===== config.mk =====
export PLATFORM = sky130hd
export DESIGN_NAME = axis_loopback_stage
export DESIGN_NICKNAME = d
export VERILOG_FILES = /design/src/rtl/lbk_pkg.sv /design/src/rtl/lbk_ctrl.sv /design/src/rtl/lbk_hold.sv /design/src/rtl/axis_loopback_stage.sv
export SDC_FILE = /design/constraint.sdc
export NUM_CORES = 1
export LEC_CHECK = 0
export ABC_AREA = 0
export BUFFER_PORTS_ARGS = -buffer_cell sky130_fd_sc_hd__buf_2
export CORE_ASPECT_RATIO = 0.75
export CORE_UTILIZATION = 48
export CTS_CLUSTER_DIAMETER = 200
export DETAILED_ROUTE_END_ITERATION = 8
export PLACE_DENSITY = 0.8
export SETUP_SLACK_MARGIN = 0.02
export SLEW_MARGIN = 20
export SYNTH_ARGS = -nofsm -noshare
export SYNTH_HDL_FRONTEND = slang
export SYNTH_SLANG_ARGS = --single-unit

===== constraint.sdc =====
create_clock -name clk -period 2.06 [get_ports clk]
set_input_delay 0.206 -clock clk [delete_from_list [all_inputs] [get_ports clk]]
set_output_delay 0.206 -clock clk [all_outputs]
set_load 0.05 [all_outputs]

===== src/rtl/lbk_pkg.sv =====
package lbk_pkg;

  typedef enum logic {
    LBK_RECV = 1'b0,
    LBK_SEND = 1'b1
  } lbk_state_e;

  function automatic logic lbk_fire(input logic valid, input logic ready);
    return valid & ready;
  endfunction

  function automatic lbk_state_e lbk_next(input lbk_state_e cur,
                                          input logic in_fire,
                                          input logic out_fire);
    lbk_state_e nxt;
    nxt = cur;
    case (cur)
      LBK_RECV: if (in_fire)  nxt = LBK_SEND;
      LBK_SEND: if (out_fire) nxt = LBK_RECV;
      default:                nxt = LBK_RECV;
    endcase
    return nxt;
  endfunction

endpackage


===== src/rtl/lbk_ctrl.sv =====
module lbk_ctrl
  import lbk_pkg::*;
(
  input  logic clk,
  input  logic rst_n,
  input  logic in_fire,
  input  logic out_fire,
  output logic take_ready,
  output logic give_valid
);

  lbk_state_e state_q;

  always_ff @(posedge clk) begin
    if (!rst_n) state_q <= LBK_RECV;
    else        state_q <= lbk_next(state_q, in_fire, out_fire);
  end

  assign take_ready = (state_q == LBK_RECV);
  assign give_valid = (state_q == LBK_SEND);

endmodule


===== src/rtl/lbk_hold.sv =====
module lbk_hold #(
  parameter int DATA_W = 32,
  parameter int KEEP_W = DATA_W / 8
) (
  input  logic              clk,
  input  logic              rst_n,
  input  logic              load,
  input  logic [DATA_W-1:0] d_data,
  input  logic [KEEP_W-1:0] d_keep,
  input  logic              d_last,
  output logic [DATA_W-1:0] q_data,
  output logic [KEEP_W-1:0] q_keep,
  output logic              q_last
);

  localparam int SLOT_W = DATA_W + KEEP_W + 1;

  logic [SLOT_W-1:0] slot_q;

  always_ff @(posedge clk) begin
    if (!rst_n)    slot_q <= '0;
    else if (load) slot_q <= {d_last, d_keep, d_data};
  end

  assign q_data = slot_q[DATA_W-1:0];
  assign q_keep = slot_q[DATA_W +: KEEP_W];
  assign q_last = slot_q[SLOT_W-1];

endmodule


===== src/rtl/axis_loopback_stage.sv =====
module axis_loopback_stage
  import lbk_pkg::*;
#(
  parameter int DATA_W = 32,
  parameter int KEEP_W = DATA_W / 8
) (
  input  logic              clk,
  input  logic              rst_n,
  input  logic [DATA_W-1:0] s_axis_tdata,
  input  logic [KEEP_W-1:0] s_axis_tkeep,
  input  logic              s_axis_tlast,
  input  logic              s_axis_tvalid,
  output logic              s_axis_tready,
  output logic [DATA_W-1:0] m_axis_tdata,
  output logic [KEEP_W-1:0] m_axis_tkeep,
  output logic              m_axis_tlast,
  output logic              m_axis_tvalid,
  input  logic              m_axis_tready
);

  logic in_fire;
  logic out_fire;
  logic take_ready;
  logic give_valid;

  assign in_fire  = lbk_fire(s_axis_tvalid, take_ready);
  assign out_fire = lbk_fire(give_valid, m_axis_tready);

  lbk_ctrl u_ctrl (
    .clk        (clk),
    .rst_n      (rst_n),
    .in_fire    (in_fire),
    .out_fire   (out_fire),
    .take_ready (take_ready),
    .give_valid (give_valid)
  );

  lbk_hold #(
    .DATA_W (DATA_W),
    .KEEP_W (KEEP_W)
  ) u_hold (
    .clk    (clk),
    .rst_n  (rst_n),
    .load   (in_fire),
    .d_data (s_axis_tdata),
    .d_keep (s_axis_tkeep),
    .d_last (s_axis_tlast),
    .q_data (m_axis_tdata),
    .q_keep (m_axis_tkeep),
    .q_last (m_axis_tlast)
  );

  assign s_axis_tready = take_ready;
  assign m_axis_tvalid = give_valid;

endmodule


==> run metrics <==
CP peak stage delay=0.42 ns; layout net count=282; Slew Limit Fails=0; final wirelength=between 2000 and 3000 µm; Max clock buf depth=2; CTS hold repair buffers=0; DR pass1 iterations=4; CTS tree=built; Reg2Reg Depth=3; LEAKAGE=1.052 nW; CP max FO=5; hold depth=3; outcome=complete, no violations; # Post-CTS Setup Buffers=0; Worst Tran Pin Value=0.2830 ns; Tmin final=about 1.2 ns; Final ANT Viol Nets=0; unrepaired setup endpoints after global routing=false; Worst path top cell family by delay=flip-flops; hold endpoint=u_hold.slot_q[25]$_SDFFE_PN0P_; clock skew=0.006622 ns; final hold vios=0; Ports=80; Cell Area, Synth=~1500 µm²; die height=51.16 µm; fillers=268; dpl hpwl=2043 µm; # port buffers=79; hold_ws=0.1524 ns; share of layout cells above drive strength 1=36.78%; Worst VDD drop=about 470 µV; latest clock arrival within the worst-skew pair=0.29 ns; Core Box Area=2999 µm²; CP Data Arrival Time=1.00 ns; Antenna diodes=0; register area=around 760 µm²; first-pass GRT wire length=4429 µm; vias in the first global route=1071; startpoint types=flip-flop; GPL Wtd Cong=roughly 0.66; Syn Inst Count=165; H-tree depth=2; Die ar.=around 3500 µm²; WL/cell=about 11 µm; Seq/Total Area, Yosys=between 40% and 50%; Slew HR=81.13%; GR Util All Layers=17.74%; pin count of the biggest net entering global routing=76; footprint of the multi-input gates=675.6 µm²; Max Fclk=826.4 MHz; clock root cell=clkbuf_8; Reg-to-Reg End=u_hold.slot_q[3]$_SDFFE_PN0P_; Yosys warning count=0; Die Width=67.54 µm; via-per-instance ratio=4.636; Pwr Density=856.4 nW/µm²; worst min path class=input port to flip-flop; critical path, cell by cell=buf_2; Unique masters post-synth=11; Crit-path slowest cell=dfxtp_1; final worst-path cycle share=58.74%; Syn Nets=206; Rows=17; top-area cell type share of the netlist area=49.19%; largest cells by area after synthesis=dfxtp_1, mux2i_1, nand2_1; Final Setup Violations=0; Clock Sinks=38; Yosys top cell by area=dfxtp_1; Layout area overhead=30.26%; element type at the critical path end=output pin; clock slew at reported path FFs=0.07 ns; commonest non-fill, non-tap cells in the layout=buf_2, nand2_1, dfxtp_1; grt ovf=0; FF-to-FF setup slack=about 1 ns; # resized after CTS=0; number of synthesized register bits=38; total negative slack=0 ns; Avg Inst Size Synth=9.373 µm²; Num CTS Buffers=5; vias post-DR=1298; worst endpoint required time=1.85 ns; Hold Path Origin=s_axis_tdata[25]; Initial Util=between 50% and 60%; Critical R2R Launch=u_ctrl.give_valid$_SDFF_PN0_; Buf+Inv Stages, Crit Path=1; max_cap viols=0; DRC Markers=0; most common cell after layout, fill and taps aside=buf_2; initial antenna violation count=0; crit path kind=flip-flop to output pin; initial DRC count=between 60 and 70
-- logic make-up (layout without fill, tap and decap cells) --
kind of cell	count (synthesis)	count (layout)	share of synthesized area, %
AND/OR/NAND/NOR	76	76	18.77
flip-flops	38	38	49.19
multiplexers	37	37	23.95
buffers and inverters	13	90	7.443
AO/OA/AOI/OAI	1	1	0.6473
-- where the power goes --
group          total, mW  internal, mW  leakage (nW)  switching (mW)
Clock              0.512         0.270        0.0482           0.242
Sequential         0.810         0.785         0.313          0.0249
Combinational      0.403         0.122         0.691           0.281
Total               1.73          1.18          1.05           0.549
-- cell usage after synthesis (all sizes together) --
cell / n
nand2: 75
dfxtp: 38
mux2i: 37
buf: 10
clkbuf: 2
inv: 1
nor2b: 1
o211a: 1
-- final cells by class --
class,instances,area share [%]
timing repair buffer,81,21.61
multi-input combinational,114,33.54
tap,38,2.360
clock inverter,1,0.2484
sequential,38,37.76
clock buffer,7,4.286
inverter,1,0.1863
-- state kept, by name, summed over array words and instances (netlist names) --
register           cells
u_hold.slot_q         37
u_ctrl.give_valid      1
-- per-stage QoR --
step | worst slack (ns) | util, % | total power, mW | cells | instance area (µm²)
floorplan | 0.7644 | - | 1.142 | 165 | 1546
global placement | 1.028 | 64.12 | 1.228 | 272 | 1923
detailed placement | 0.9679 | 64.12 | 1.232 | 272 | 1923
CTS | 0.8405 | 67.17 | 1.749 | 280 | 2014
global route | 0.7904 | 67.17 | 1.815 | 280 | 2014
finish | 0.8500 | 67.17 | 1.725 | 280 | 2014
-- layer usage --
layer	part of all wire, %	up-vias	wire [µm]	global-route usage [%]
li1	-	678	-	-
met1	46	570	1355	19.09
met2	44	42	1309	28.71
met3	8.1	8	240	8.036
met4	2.1	0	62	9.574
met5	0	-	0	0
-- worst max-delay path by stage --
| stage | startpoint | depth (start not counted) | end |
|---|---|---|---|
| finish | u_ctrl.give_valid$_SDFF_PN0_ | 1 | m_axis_tvalid |
| global route | u_ctrl.give_valid$_SDFF_PN0_ | 1 | m_axis_tvalid |
| CTS | u_ctrl.give_valid$_SDFF_PN0_ | 1 | m_axis_tvalid |
| detailed placement | u_ctrl.give_valid$_SDFF_PN0_ | 3 | u_hold.slot_q[3]$_SDFFE_PN0P_ |
| global placement | u_ctrl.give_valid$_SDFF_PN0_ | 3 | u_hold.slot_q[30]$_SDFFE_PN0P_ |
| floorplan | u_ctrl.give_valid$_SDFF_PN0_ | 4 | u_hold.slot_q[10]$_SDFFE_PN0P_ |
No activity file was read; power rests on OpenSTA's default activity.
